File: src/rtl/mbx_pkg.sv
// Package: shared constants and types for the mailbox responder.
// Assumes a 16-byte mailbox with fixed byte roles; command and response
// code values are fixed by the host protocol.
package mbx_pkg;
    localparam int MB_BYTES  = 16;
    localparam int ARG_N     = 11;
    localparam int BYTE_CMD  = 0;
    localparam int BYTE_SEQ  = 1;
    localparam int BYTE_ARG0 = 2;
    localparam int BYTE_CODE = 13;
    localparam int BYTE_EVT  = 15;
    localparam int REQ_TOP   = BYTE_ARG0 + ARG_N - 1;

    localparam logic [7:0] OP_RESET      = 8'd1;
    localparam logic [7:0] OP_MBOX_INFO  = 8'd2;
    localparam logic [7:0] OP_FLASH_INFO = 8'd3;
    localparam logic [7:0] OP_OPEN_RD    = 8'd4;
    localparam logic [7:0] OP_CLOSE      = 8'd5;
    localparam logic [7:0] OP_OPEN_WR    = 8'd6;
    localparam logic [7:0] OP_DIRTY      = 8'd7;
    localparam logic [7:0] OP_FLUSH      = 8'd8;
    localparam logic [7:0] OP_EVT_ACK    = 8'd9;

    localparam logic [7:0] RC_OK    = 8'd1;
    localparam logic [7:0] RC_PARAM = 8'd2;

    typedef struct packed {
        logic        open;
        logic        wr;
        logic [15:0] off;
    } win_t;

    typedef enum logic [1:0] {ST_IDLE, ST_EXEC, ST_RING} st_e;
endpackage

File: src/rtl/mbx_bytes.sv
// Module: mailbox byte store. Holds the 16 bytes.
// Per byte, a response write takes priority over a host write in the same cycle.
// The event byte ignores host writes. It merges a clear mask from the responder
// with set bits from management logic, and a set wins over a clear.
module mbx_bytes
    import mbx_pkg::*;
#(
    parameter logic [7:0] EVT_RST = 8'h01
) (
    input  logic                      clk,
    input  logic                      rst_n,
    input  logic                      host_we,
    input  logic [3:0]                host_waddr,
    input  logic [7:0]                host_wdata,
    input  logic                      rsp_we,
    input  logic [7:0]                rsp_seq,
    input  logic [7:0]                rsp_code,
    input  logic [ARG_N-1:0][7:0]     rsp_args,
    input  logic [ARG_N-1:0]          rsp_mask,
    input  logic [7:0]                evt_clr,
    input  logic [7:0]                evt_set,
    output logic [MB_BYTES-1:0][7:0]  mb_q
);
    for (genvar g = 0; g < MB_BYTES; g++) begin : g_byte
        if (g == BYTE_EVT) begin : g_evt
            logic [7:0] clr_eff;
            assign clr_eff = rsp_we ? evt_clr : 8'h00;
            // Event byte: clear acknowledged bits, then OR in new events.
            always_ff @(posedge clk) begin
                if (!rst_n) mb_q[g] <= EVT_RST;
                else        mb_q[g] <= (mb_q[g] & ~clr_eff) | evt_set;
            end
        end else begin : g_gen
            logic       fsm_hit;
            logic [7:0] fsm_val;
            if (g == BYTE_SEQ) begin : g_seq
                assign fsm_hit = rsp_we;
                assign fsm_val = rsp_seq;
            end else if (g == BYTE_CODE) begin : g_code
                assign fsm_hit = rsp_we;
                assign fsm_val = rsp_code;
            end else if (g >= BYTE_ARG0 && g < BYTE_ARG0 + ARG_N) begin : g_arg
                assign fsm_hit = rsp_we & rsp_mask[g-BYTE_ARG0];
                assign fsm_val = rsp_args[g-BYTE_ARG0];
            end else begin : g_host
                assign fsm_hit = 1'b0;
                assign fsm_val = 8'h00;
            end
            // General byte: responder write first, else host write.
            always_ff @(posedge clk) begin
                if (!rst_n)                             mb_q[g] <= 8'h00;
                else if (fsm_hit)                       mb_q[g] <= fsm_val;
                else if (host_we && host_waddr == 4'(g)) mb_q[g] <= host_wdata;
            end
        end
    end
endmodule

File: src/rtl/mbx_exec.sv
// Module: combinational command decoder and response builder.
// Works on the request copy taken at the doorbell edge.
// Produces the response arguments and their write mask, the code, the next
// window record and the event clear mask. Assumes a single window.
module mbx_exec
    import mbx_pkg::*;
#(
    parameter int FLASH_BLKS   = 1024,
    parameter int BLK_SHIFT    = 12,
    parameter int RD_WIN_BLKS  = 256,
    parameter int WR_WIN_BLKS  = 128,
    parameter int ERASE_BYTES  = 4096,
    parameter int API_VER      = 1,
    parameter int LPC_BASE_BLK = 'h0F00
) (
    input  logic [7:0]            cmd,
    input  logic [ARG_N-1:0][7:0] args,
    input  win_t                  win_q,
    output logic [7:0]            code,
    output logic [ARG_N-1:0][7:0] rsp_args,
    output logic [ARG_N-1:0]      rsp_mask,
    output win_t                  win_d,
    output logic [7:0]            evt_clr
);
    localparam logic [31:0] FLASH_BYTES = 32'(FLASH_BLKS) << BLK_SHIFT;
    localparam logic [31:0] ERASE_W     = 32'(ERASE_BYTES);
    localparam logic [15:0] RD_W        = 16'(RD_WIN_BLKS);
    localparam logic [15:0] WR_W        = 16'(WR_WIN_BLKS);
    localparam logic [15:0] BASE_W      = 16'(LPC_BASE_BLK);

    logic [15:0] req_off;
    logic [15:0] pos;
    logic        off_ok;
    assign req_off = {args[1], args[0]};
    assign pos     = req_off + BASE_W;
    assign off_ok  = 32'(req_off) < 32'(FLASH_BLKS);

    // Decode the command and build every response field.
    always_comb begin
        code     = RC_PARAM;
        rsp_args = '0;
        rsp_mask = '0;
        win_d    = win_q;
        evt_clr  = 8'h00;
        case (cmd)
            OP_RESET, OP_CLOSE: begin
                win_d.open = 1'b0;
                win_d.wr   = 1'b0;
                code       = RC_OK;
            end
            OP_MBOX_INFO: begin
                rsp_args[0] = 8'(API_VER);
                rsp_args[1] = RD_W[7:0];
                rsp_args[2] = RD_W[15:8];
                rsp_args[3] = WR_W[7:0];
                rsp_args[4] = WR_W[15:8];
                rsp_args[5] = 8'(BLK_SHIFT);
                for (int i = 0; i < 6; i++) rsp_mask[i] = 1'b1;
                code = RC_OK;
            end
            OP_FLASH_INFO: begin
                for (int i = 0; i < 4; i++) begin
                    rsp_args[i]   = FLASH_BYTES[8*i +: 8];
                    rsp_args[i+4] = ERASE_W[8*i +: 8];
                    rsp_mask[i]   = 1'b1;
                    rsp_mask[i+4] = 1'b1;
                end
                code = RC_OK;
            end
            OP_OPEN_RD, OP_OPEN_WR: begin
                if (off_ok) begin
                    win_d.open  = 1'b1;
                    win_d.wr    = (cmd == OP_OPEN_WR);
                    win_d.off   = req_off;
                    rsp_args[0] = pos[7:0];
                    rsp_args[1] = pos[15:8];
                    rsp_mask[0] = 1'b1;
                    rsp_mask[1] = 1'b1;
                    code        = RC_OK;
                end
            end
            OP_DIRTY, OP_FLUSH: begin
                if (win_q.open && win_q.wr) code = RC_OK;
            end
            OP_EVT_ACK: begin
                evt_clr = args[0];
                code    = RC_OK;
            end
            default: code = RC_PARAM;
        endcase
    end
endmodule

File: src/rtl/mbx_ctrl.sv
// Module: request sequencer. IDLE takes a copy of bytes 0..12 on a doorbell.
// EXEC commits the response and the window update in one edge. RING drives
// the host interrupt for one cycle. Doorbells outside IDLE are ignored.
module mbx_ctrl
    import mbx_pkg::*;
#(
    parameter int FLASH_BLKS   = 1024,
    parameter int BLK_SHIFT    = 12,
    parameter int RD_WIN_BLKS  = 256,
    parameter int WR_WIN_BLKS  = 128,
    parameter int ERASE_BYTES  = 4096,
    parameter int API_VER      = 1,
    parameter int LPC_BASE_BLK = 'h0F00
) (
    input  logic                    clk,
    input  logic                    rst_n,
    input  logic                    host_bell,
    input  logic [REQ_TOP:0][7:0]   req_bytes,
    output logic                    busy,
    output logic                    host_irq,
    output logic                    rsp_we,
    output logic [7:0]              rsp_seq,
    output logic [7:0]              rsp_code,
    output logic [ARG_N-1:0][7:0]   rsp_args,
    output logic [ARG_N-1:0]        rsp_mask,
    output logic [7:0]              evt_clr
);
    st_e                   st_q;
    logic [7:0]            cmd_q;
    logic [7:0]            seq_q;
    logic [ARG_N-1:0][7:0] args_q;
    win_t                  win_q;
    win_t                  win_d;

    // Sequencer state register.
    always_ff @(posedge clk) begin
        if (!rst_n) st_q <= ST_IDLE;
        else begin
            case (st_q)
                ST_IDLE: if (host_bell) st_q <= ST_EXEC;
                ST_EXEC: st_q <= ST_RING;
                default: st_q <= ST_IDLE;
            endcase
        end
    end

    // Request copy, taken only on an accepted doorbell.
    always_ff @(posedge clk) begin
        if (!rst_n) begin
            cmd_q  <= 8'h00;
            seq_q  <= 8'h00;
            args_q <= '0;
        end else if (st_q == ST_IDLE && host_bell) begin
            cmd_q  <= req_bytes[BYTE_CMD];
            seq_q  <= req_bytes[BYTE_SEQ];
            args_q <= req_bytes[REQ_TOP:BYTE_ARG0];
        end
    end

    // Window record, committed together with the response.
    always_ff @(posedge clk) begin
        if (!rst_n)              win_q <= '0;
        else if (st_q == ST_EXEC) win_q <= win_d;
    end

    mbx_exec #(
        .FLASH_BLKS  (FLASH_BLKS),
        .BLK_SHIFT   (BLK_SHIFT),
        .RD_WIN_BLKS (RD_WIN_BLKS),
        .WR_WIN_BLKS (WR_WIN_BLKS),
        .ERASE_BYTES (ERASE_BYTES),
        .API_VER     (API_VER),
        .LPC_BASE_BLK(LPC_BASE_BLK)
    ) u_exec (
        .cmd     (cmd_q),
        .args    (args_q),
        .win_q   (win_q),
        .code    (rsp_code),
        .rsp_args(rsp_args),
        .rsp_mask(rsp_mask),
        .win_d   (win_d),
        .evt_clr (evt_clr)
    );

    assign rsp_we   = (st_q == ST_EXEC);
    assign rsp_seq  = seq_q;
    assign host_irq = (st_q == ST_RING);
    assign busy     = (st_q != ST_IDLE);
endmodule

File: src/rtl/mbx_responder.sv
// Module: top of the mailbox responder. Joins the byte store and the
// sequencer. The host read port is a combinational byte select.
// Assumes single-cycle pulses on host_bell and evt_set.
module mbx_responder
    import mbx_pkg::*;
#(
    parameter int FLASH_BLKS   = 1024,
    parameter int BLK_SHIFT    = 12,
    parameter int RD_WIN_BLKS  = 256,
    parameter int WR_WIN_BLKS  = 128,
    parameter int ERASE_BYTES  = 4096,
    parameter int API_VER      = 1,
    parameter int LPC_BASE_BLK = 'h0F00
) (
    input  logic       clk,
    input  logic       rst_n,
    input  logic       host_we,
    input  logic [3:0] host_waddr,
    input  logic [7:0] host_wdata,
    input  logic [3:0] host_raddr,
    output logic [7:0] host_rdata,
    input  logic       host_bell,
    input  logic [7:0] evt_set,
    output logic       host_irq,
    output logic       busy
);
    logic [MB_BYTES-1:0][7:0] mb_q;
    logic                     rsp_we;
    logic [7:0]               rsp_seq;
    logic [7:0]               rsp_code;
    logic [ARG_N-1:0][7:0]    rsp_args;
    logic [ARG_N-1:0]         rsp_mask;
    logic [7:0]               evt_clr;

    mbx_bytes #(.EVT_RST(8'h01)) u_bytes (
        .clk       (clk),
        .rst_n     (rst_n),
        .host_we   (host_we),
        .host_waddr(host_waddr),
        .host_wdata(host_wdata),
        .rsp_we    (rsp_we),
        .rsp_seq   (rsp_seq),
        .rsp_code  (rsp_code),
        .rsp_args  (rsp_args),
        .rsp_mask  (rsp_mask),
        .evt_clr   (evt_clr),
        .evt_set   (evt_set),
        .mb_q      (mb_q)
    );

    mbx_ctrl #(
        .FLASH_BLKS  (FLASH_BLKS),
        .BLK_SHIFT   (BLK_SHIFT),
        .RD_WIN_BLKS (RD_WIN_BLKS),
        .WR_WIN_BLKS (WR_WIN_BLKS),
        .ERASE_BYTES (ERASE_BYTES),
        .API_VER     (API_VER),
        .LPC_BASE_BLK(LPC_BASE_BLK)
    ) u_ctrl (
        .clk      (clk),
        .rst_n    (rst_n),
        .host_bell(host_bell),
        .req_bytes(mb_q[REQ_TOP:0]),
        .busy     (busy),
        .host_irq (host_irq),
        .rsp_we   (rsp_we),
        .rsp_seq  (rsp_seq),
        .rsp_code (rsp_code),
        .rsp_args (rsp_args),
        .rsp_mask (rsp_mask),
        .evt_clr  (evt_clr)
    );

    assign host_rdata = mb_q[host_raddr];
endmodule

File: config.mk
export PLATFORM = sky130hd
export DESIGN_NAME = mbx_responder
export DESIGN_NICKNAME = d
export VERILOG_FILES = /design/src/rtl/mbx_pkg.sv /design/src/rtl/mbx_bytes.sv /design/src/rtl/mbx_exec.sv /design/src/rtl/mbx_ctrl.sv /design/src/rtl/mbx_responder.sv
export SDC_FILE = /design/constraint.sdc
export NUM_CORES = 1
export LEC_CHECK = 0
export BUFFER_PORTS_ARGS = -buffer_cell sky130_fd_sc_hd__clkbuf_2
export CORE_ASPECT_RATIO = 0.5
export CORE_MARGIN = 3
export CORE_UTILIZATION = 60
export DETAILED_ROUTE_END_ITERATION = 6
export MAX_ROUTING_LAYER = met4
export PLACE_DENSITY_LB_ADDON = 0.05
export SLEW_MARGIN = 20
export SYNTH_ARGS = -nofsm -noshare
export SYNTH_HDL_FRONTEND = slang
export SYNTH_SLANG_ARGS = --single-unit
File: constraint.sdc
create_clock -name clk -period 11.4 [get_ports clk]
set_input_delay 3.42 -clock clk [delete_from_list [all_inputs] [get_ports clk]]
set_output_delay 3.42 -clock clk [all_outputs]
set_load 0.02 [all_outputs]
## After elaboration in Yosys (flattened, before gate mapping)

Cells that the tools add are included.

- Reductions and logical operators: 38
- Bitwise logic cells: 12
- Order comparisons: 2
- Multiplexer cells: 34
- Eq/ne operators: 27
- Add/subtract/negate cells: 1

Operators with widths:

| kind | number |
|---|---|
| 8-bit 2-to-1 mux | 19 |
| 29-bit one-hot mux with 2 select lines | 1 |
| 8-bit binary-select mux with 4-bit select | 1 |
| 8-bit by 3-bit equality test with 1-bit output (second input constant) | 4 |
| 16-bit one-hot mux with 2 select lines | 1 |
| 4-bit equality test (second input constant) | 7 |
| 2-bit nonzero test | 10 |
| 18-bit 2-to-1 mux | 1 |
| 1-bit logical AND | 17 |
| 16-bit by 12-bit adder with 16-bit output (second input constant) | 1 |
| 4-bit by 3-bit equality test with 1-bit output (second input constant) | 4 |
| 8-bit by 2-bit equality test with 1-bit output (second input constant) | 2 |
| 8-bit by 4-bit equality test with 1-bit output (second input constant) | 2 |
| 16-bit by 11-bit < comparator with 1-bit output (second input constant) | 1 |
| 16-bit 2-to-1 mux | 1 |
| 2-bit one-hot mux with 2 select lines | 3 |
| 2-bit OR reduction | 6 |
| 2-bit 2-to-1 mux | 5 |
| 1-bit bitwise AND | 8 |
| 8-bit bitwise AND | 1 |
| 4-bit by 2-bit equality test with 1-bit output (second input constant) | 2 |
| 8-bit by 1-bit equality test with 1-bit output (second input constant) | 1 |
| 8-bit inverter | 1 |
| 8-bit OR | 1 |
| other kinds (12) | 14 |

- Output and inout port bits: 10
- Logic and storage cells: 138
- Bits of input ports: 28
- Flip-flop bits (word level): 180

## Depth between registers and ports, before layout

Gate-level depths: netlist of the first run.

- Depth in word-level cells: 6
- Depth in mapped cells: 7

## Hierarchy

Synthesis of the first run repeated with hierarchy kept, for this count alone.

- Cell total of the unflattened synthesis: 1528
- Area, all modules: 12753.5 um^2

Modules (own cells, without submodules):

| module | cells each | times used | area each (um^2) |
|---|---|---|---|
| mbx_bytes | 738 | 1 | 5914.4 |
| mbx_ctrl | 549 | 1 | 4570.6 |
| mbx_exec | 171 | 1 | 1234.9 |
| mbx_responder | 70 | 1 | 1033.5 |

## Worst setup path before layout of the first run

Ideal clock, no wire load.

- Path type: input -> output
- Start: input port host_raddr[0]
- End: output port host_rdata[7]
- Arrival: 5.067 ns
- Buffers on the path: 3
- Stages: 5
- Path slack: 2.913 ns
- Path through: buf_2 > buf_2 > clkbuf_1 > mux4_2 > mux4_2

- Word-level cells in the longest chain between the ends: 2

Ends and longest elaborated chain:

| what | RTL line | text |
|---|---|---|
| start, declared | mbx_responder.sv:20 | `input logic [3:0] host_raddr,` |
| 8-bit binary-select mux with 4-bit select | mbx_responder.sv:74 | `assign host_rdata = mb_q[host_raddr];` |
| 8-bit 2-to-1 mux (not written as such) | mbx_responder.sv:74 |  |
| end, declared | mbx_responder.sv:21 | `output logic [7:0] host_rdata,` |

No other way between the ends. The select of a mux whose other input is x is not followed.

## Final worst setup path of the first run

- Start: input port host_raddr[0]
- End: output port host_rdata[2]

Same word-level chain as after synthesis.

==> results.md, run 1 <==
* Synthesized flop and latch total at 164
* Final instance area at 8180 µm²
* # DRC at 0
* Hold Path Depth at 2
* Final hold vios at 0
* Post-Syn Area at 7390 µm²
* Total GRT Usage at 32.0%
* Post-synth cell types at 52
* Period minus WS final at 8.91 ns
* First-pass GRT wire length at 32500 µm
* Largest net degree at the start of global routing at 55
* Mean post-synth cell area at 10.0 µm²
* Clk sinks at 164
* Synthesized instance count at 736
* Final std cells w/o fill at 908
* Net Count, Synth at 765
* Critical path class: in2out
* Number of enable flip-flop cells after synthesis at 0
* Num ports at 38
* Async SR Flop Fraction at 0%
* Antenna viol nets, final at 0
* RePlAce Congestion at 0.889
* Worst Path Max Fanout at 32
* WL per Instance at 22.7 µm
* Hold Path Origin: u_ctrl.rsp_seq[1]
* Reg2Reg Setup Slack at 8.68 ns
* Post-place instance area at 7550 µm²
* Drt total wl at 20600 µm
* CTS tree: yes
* Initial Utilization at 64.3%
* Chip width at 163 µm
* Clk Latency, worst-skew pair at 0.43 ns
* Area grow syn2layout at 10.7%
* Max_slew headroom at 22.0%
* FF-to-FF Start: u_ctrl.args_q[12]
* Hold Path Class: reg2reg
* Synth warn at 0
* Part of the cycle the worst path needs at 78.2%
* CTS Hold Bufs at 0
* PortBufs at 37
* Core Rows at 27
* # setup viols final at 0
* Vias in the first global route at 5435
* Height of the chip at 84.5 µm
* Root buffer cell: clkbuf_16
* Placed Cells at 875
* Setup repair bufs after CTS at 0
* Nets at 764
* Slew Limit Fails at 0
* Critical path startpoint: host_raddr[0]
* R2R Path End: u_bytes.mb_q[18]
* WHS Endpoint: u_ctrl.rsp_seq[1]
* Reg2reg path depth at 4
* Total gr overflow at 0
* Seq/Total Area, Yosys at 44.5%
* Max-cap violations at 0
* Post-DP HPWL at 13800 µm
* PwrDens at 159 nW/µm²
* Primary FF master, synth: dfxtp_1
* Number of DRC violations after detailed-routing iteration 0 at 775
* Fin Clk Skew at 0.0106 ns
* CTS H-tree depth at 4
* Die area at 13800 µm²
* Lkg Pwr at 3.12 nW
* Maximum root-to-sink buffer count at 2
* Max IR drop VDD at 91.4 µV
* Vias/cell at 6.42
* Via count at 5832
* Max Clk Rate at 0.112 GHz
* First-pass DRT Iterations at 7
* Worst endpoint required time at 7.98 ns
* Status: complete, no violations
* Initial antenna violation count at 0
* WP data arrival at 5.49 ns
* Fin Setup TNS at 0 ns
* Cts bufs inserted at 17
* Startpoint Class: input pin
* Post-CTS Resized at 0
* RSZ-0062 raised after global routing: no
* Share of layout cells above drive strength 1 at 18.6%
* Worst-path clk slew at 0.06 ns
* Core Area at 11500 µm²
* Crit end category: output port
* Worst-margin pin slew at 1.17 ns
metal layers:
metal	vias up	GRT usage, %	share of wire [%]
li1	2627	-	-
met1	2883	46.9	47
met2	290	43.9	41
met3	32	8.77	11
met4	0	7.60	1.3
met5	-	-	0
worst max-delay path by stage:
stage | endpoint | slack (ns)
after floorplan | host_rdata[7] | 2.91
after global placement | host_rdata[1] | 2.58
after detailed placement | host_rdata[2] | 2.49
after CTS | host_rdata[2] | 2.48
after global routing | host_rdata[2] | 2.37
final | host_rdata[2] | 2.49
state kept, by name, indices dropped and copies added (netlist names):
name / count
u_ctrl.win_q: 2
u_ctrl.cmd_q: 8
u_ctrl.args_q: 16
u_ctrl.rsp_seq: 8
u_ctrl.st_q: 2
u_bytes.mb_q: 128
layout make-up:
type	count	area [µm²]
fill	861	3310
clock buffer	18	429
multi-input combinational	500	3810
antenna	1	2.50
tap	159	199
inverter	9	33.8
sequential	164	3280
timing repair buffer	43	230
clock inverter	14	188
per-stage QoR:
stage / hold slack [ns] / utilization, % / worst slack (ns) / total power (W)
floorplan: 0.430 / - / 2.91 / 0.000668
global placement: 0.444 / 65.8 / 2.58 / 0.000696
detailed placement: 0.447 / 65.8 / 2.49 / 0.000697
CTS: 0.457 / 71.1 / 2.48 / 0.00129
global route: 0.470 / 71.2 / 2.37 / 0.00133
finish: 0.458 / 71.2 / 2.49 / 0.00130
Yosys cell counts, drive strengths merged (2+ instances only):
cell type / n / share of area (%)
clkbuf: 42 / 2.1
inv: 9 / 0.46
and2: 8 / 0.68
o221a: 13 / 2.0
nor3: 29 / 2.0
o31ai: 2 / 0.20
nor2b: 2 / 0.17
nor2: 113 / 5.9
nor4: 4 / 0.34
or3: 6 / 0.51
a21boi: 7 / 0.71
nand2b: 4 / 0.34
o22ai: 2 / 0.17
a211oi: 8 / 0.81
mux4: 40 / 12
mux2i: 105 / 14
nand3: 4 / 0.27
nand2: 75 / 3.8
o32a: 2 / 0.27
o21a: 7 / 0.71
o21ai: 4 / 0.32
dfxtp: 164 / 44
a21oi: 40 / 2.7
a211o: 2 / 0.24
nor3b: 2 / 0.20
buf: 21 / 1.6
nand3b: 2 / 0.20
nand4bb: 2 / 0.30
report_power, final:
part           total [W]  switching [W]  internal, W
Clock           0.000609       0.000257     0.000353
Sequential      0.000597      0.0000123     0.000585
Combinational  0.0000909      0.0000577    0.0000332
Total            0.00130       0.000327     0.000970
kinds of logic after synthesis:
| logic type | after synthesis | synth area share (%) |
|---|---|---|
| DFF | 164 | 44.5 |
| and+or+nand+nor | 258 | 15.6 |
| buffers and inverters | 72 | 4.18 |
| muxes | 145 | 26.4 |
| xor gates and xnor gates | 1 | 0.119 |
| adders and majority gates | 1 | 0.169 |
| AOI/OAI and AO/OA | 95 | 9.06 |
worst max-delay path, cell delays in order:
cell and delay [ns]:
clkbuf_2 0.75, mux4_2 0.62, mux4_2 0.51, clkbuf_2 0.18
cell usage in the layout (no fill, tap or decap), drive strengths merged, types with 7 or more instances in the layout:
| master | Yosys | final |
|---|---|---|
| dfxtp | 164 | 164 |
| nor2 | 113 | 113 |
| mux2i | 105 | 105 |
| nand2 | 75 | 75 |
| clkbuf | 42 | 55 |
| mux4 | 40 | 40 |
| a21oi | 40 | 40 |
| nor3 | 29 | 29 |
| inv | 9 | 17 |
| o221a | 13 | 13 |
| and2 | 8 | 8 |
| a211oi | 8 | 8 |
| a21boi | 7 | 7 |
| o21a | 7 | 7 |
Power figures use the tool's default switching activity.
==> run 2: changes to the inputs <==
ABC_AREA = 1   (was unset)
CORE_UTILIZATION = 55   (was 60)
clock period = 7.8 ns   (was 11.4 ns; I/O delays follow)
==> results.md, run 2 <==
* Number of enable flip-flop cells after synthesis at 0
* Maximum root-to-sink buffer count at 2
* Seq pwr share at 45.9%
* Initial antenna violation count at 0
* Max-cap violations at 0
* Main combinational cell family by area after synthesis: compound AO/OA/AOI/OAI gates
* Via count at 7483
* Cts bufs inserted at 17
* Hold Path Class: reg2reg
* Synthesized instance count at 1082
* Max reg flops at 128
* Async SR Flop Fraction at 0%
* Critical path class: in2out
* Largest regs: u_bytes.mb_q: 128 flops, u_ctrl.args_q: 16 flops
* M1 wire length at 11300 µm
* Top Layer Used: met4
* PortBufs at 37
* Num ports at 38
* Reg2reg path depth at 7
* Pre-CTS setup slack at 1.40 ns
* First-pass DRT Iterations at 6
* Nets at 1094
* Worst-path clk slew at 0.06 ns
* Post-CTS Resized at 0
* Cell with the most instances after synthesis: dfxtp_1
* CTS tree: yes
* Mean post-synth cell area at 7.07 µm²
* Synth Area in Compound Gates at 25.6%
* Worst endpoint required time at 5.46 ns
* Hold Path Depth at 2
* Synth area leaders: dfxtp_1, a21oi_1, o21ai_0
* Core Rows at 29
* Max IR drop VDD at 147 µV
* WL met3 at 2180 µm
* Synth warn at 0
* Post-Synth Adder-Cell Area at 0.164%
* Proportion of power drawn by the clock network at 42.4%
* Most frequent cells in the layout: dfxtp_1, a21oi_1, o21ai_0, nor2_1, nand2_1
* RSZ-0062 raised after global routing: no
* Share of layout cells above drive strength 1 at 9.66%
* CTS H-tree depth at 4
* Switching share of power at 28.6%
* Setup ws final at 1.31 ns
* Lkg Pwr at 3.23 nW
* Worst Path Max Fanout at 29
* Final hold vios at 0
* WL per Instance at 18.8 µm
* Synthesized flop and latch total at 164
* WP data arrival at 4.15 ns
* Post-synth cell types at 32
* Antenna viol nets, final at 0
* Number of DRC violations after detailed-routing iteration 0 at 979
* Commonest non-fill, non-tap cell in the layout: dfxtp_1
* # setup viols final at 0
* Part of the cycle the worst path needs at 83.2%
* Synth Area in Simple Gates at 22.1%
* CTS Hold Bufs at 0
* Clk sinks at 164
* Commonest cells in the netlist: dfxtp_1, a21oi_1, o21ai_0
* Worst-margin pin slew at 1.07 ns
* Largest Register: u_bytes.mb_q
* Period minus WS final at 6.49 ns
* Status: complete, no violations
* Area grow syn2layout at 8.54%
* Sw Pwr at 0.000554 W
* Post-DP HPWL at 15800 µm
* Comb power frac at 11.7%
* Primary FF master, synth: dfxtp_1
* Mux cell area share after synthesis at 0%
* PwrDens at 233 nW/µm²
* Initial Utilization at 58.3%
* Total gr overflow at 0
* Slew Limit Fails at 0
* Root buffer cell: clkbuf_16
* Seq/Total Area, Yosys at 42.9%
* Clk Latency, worst-skew pair at 0.43 ns
* Post-Syn Area at 7650 µm²
* Setup repair bufs after CTS at 0
* Top-area cell type share of the netlist area at 42.9%
* Fin Clk Skew at 0.0110 ns
* Net Count, Synth at 1111
* # DRC at 0
* Chip width at 173 µm
* Int Pwr at 0.00138 W
* Max_slew headroom at 28.9%
* Vias in the first global route at 6475
* First-pass GRT wire length at 37100 µm
* Core Area at 13100 µm²
* Fin Setup TNS at 0 ns
* Startpoint Class: input pin
* ANT cells at 0
* Height of the chip at 89.4 µm
* Max Clk Rate at 0.154 GHz
* DR WL met2 at 9790 µm
* Total GRT Usage at 32.2%
* Post-synthesis xor/xnor area fraction at 0%
* Drt total wl at 23700 µm
* Die area at 15500 µm²
* Crit end category: output port
* Vias/cell at 5.92
* RePlAce Congestion at 0.980
* Largest net degree at the start of global routing at 95
* Area leader, netlist: dfxtp_1
[run 2: cells by family (layout without fill, tap and decap cells)]
kind of cell | count (synthesis) | count (layout)
simple gates | 386 | 386
compound gates | 361 | 361
buf+inv | 170 | 165
flops | 164 | 164
fa+ha+maj | 1 | 1
[run 2: layout make-up]
cell class / count / area, µm²
repair buffers: 42 / 223
clock buffers: 18 / 439
fillers: 1213 / 4830
clock inverters: 13 / 124
well taps: 186 / 233
flip-flops and latches: 164 / 3280
inverters: 92 / 345
multi-input cells: 748 / 3660
[run 2: worst paths after layout]
| path | start | endpoint | slack (ns) |
|---|---|---|---|
| setup / recovery | host_raddr[1] | host_rdata[2] | 1.31 |
| hold / removal | u_bytes.mb_q[100] | u_bytes.mb_q[100] | 0.45 |
| setup reg to reg | u_ctrl.st_q[0] | u_bytes.mb_q[109] | 5.16 |
| hold reg to reg | u_bytes.mb_q[100] | u_bytes.mb_q[100] | 0.45 |
[run 2: per-stage QoR]
stage	utilization [%]	area, µm²	hold WS, ns	instances	total power (W)
final	63.2	8310	0.448	1263	0.00194
after detailed placement	58.9	7740	0.437	1232	0.00113
after floorplan	-	7650	0.424	1082	0.00106
after CTS	63.2	8310	0.448	1263	0.00193
after global routing	63.2	8310	0.467	1263	0.00200
after global placement	58.9	7740	0.434	1232	0.00112
[run 2: power by group through the flow]
| stage | combinational [W] | sequential, W | clock, W |
|---|---|---|---|
| 6_report | 0.000226 | 0.000890 | 0.000821 |
| 5_1_grt | 0.000249 | 0.000893 | 0.000862 |
| 3_5_place_dp | 0.000219 | 0.000908 | 0 |
| 2_1_floorplan | 0.000160 | 0.000901 | 0 |
| 4_1_cts | 0.000221 | 0.000889 | 0.000824 |
| 3_3_place_gp | 0.000216 | 0.000907 | 0 |
[run 2: routing by layer]
| layer | vias to the layer above | GRT usage (%) |
|---|---|---|
| met4 | 0 | 9.70 |
| met3 | 30 | 6.83 |
| met2 | 382 | 45.8 |
| li1 | 3607 | - |
| met1 | 3464 | 45.7 |
| met5 | - | - |
[run 2: worst max-delay path, stage by stage]
cell and delay (ns):
clkbuf_2 0.19, inv_1 0.70, o21ai_0 0.25, o221ai_1 0.30, nand3_1 0.11, nand2_1 0.09, clkbuf_2 0.16
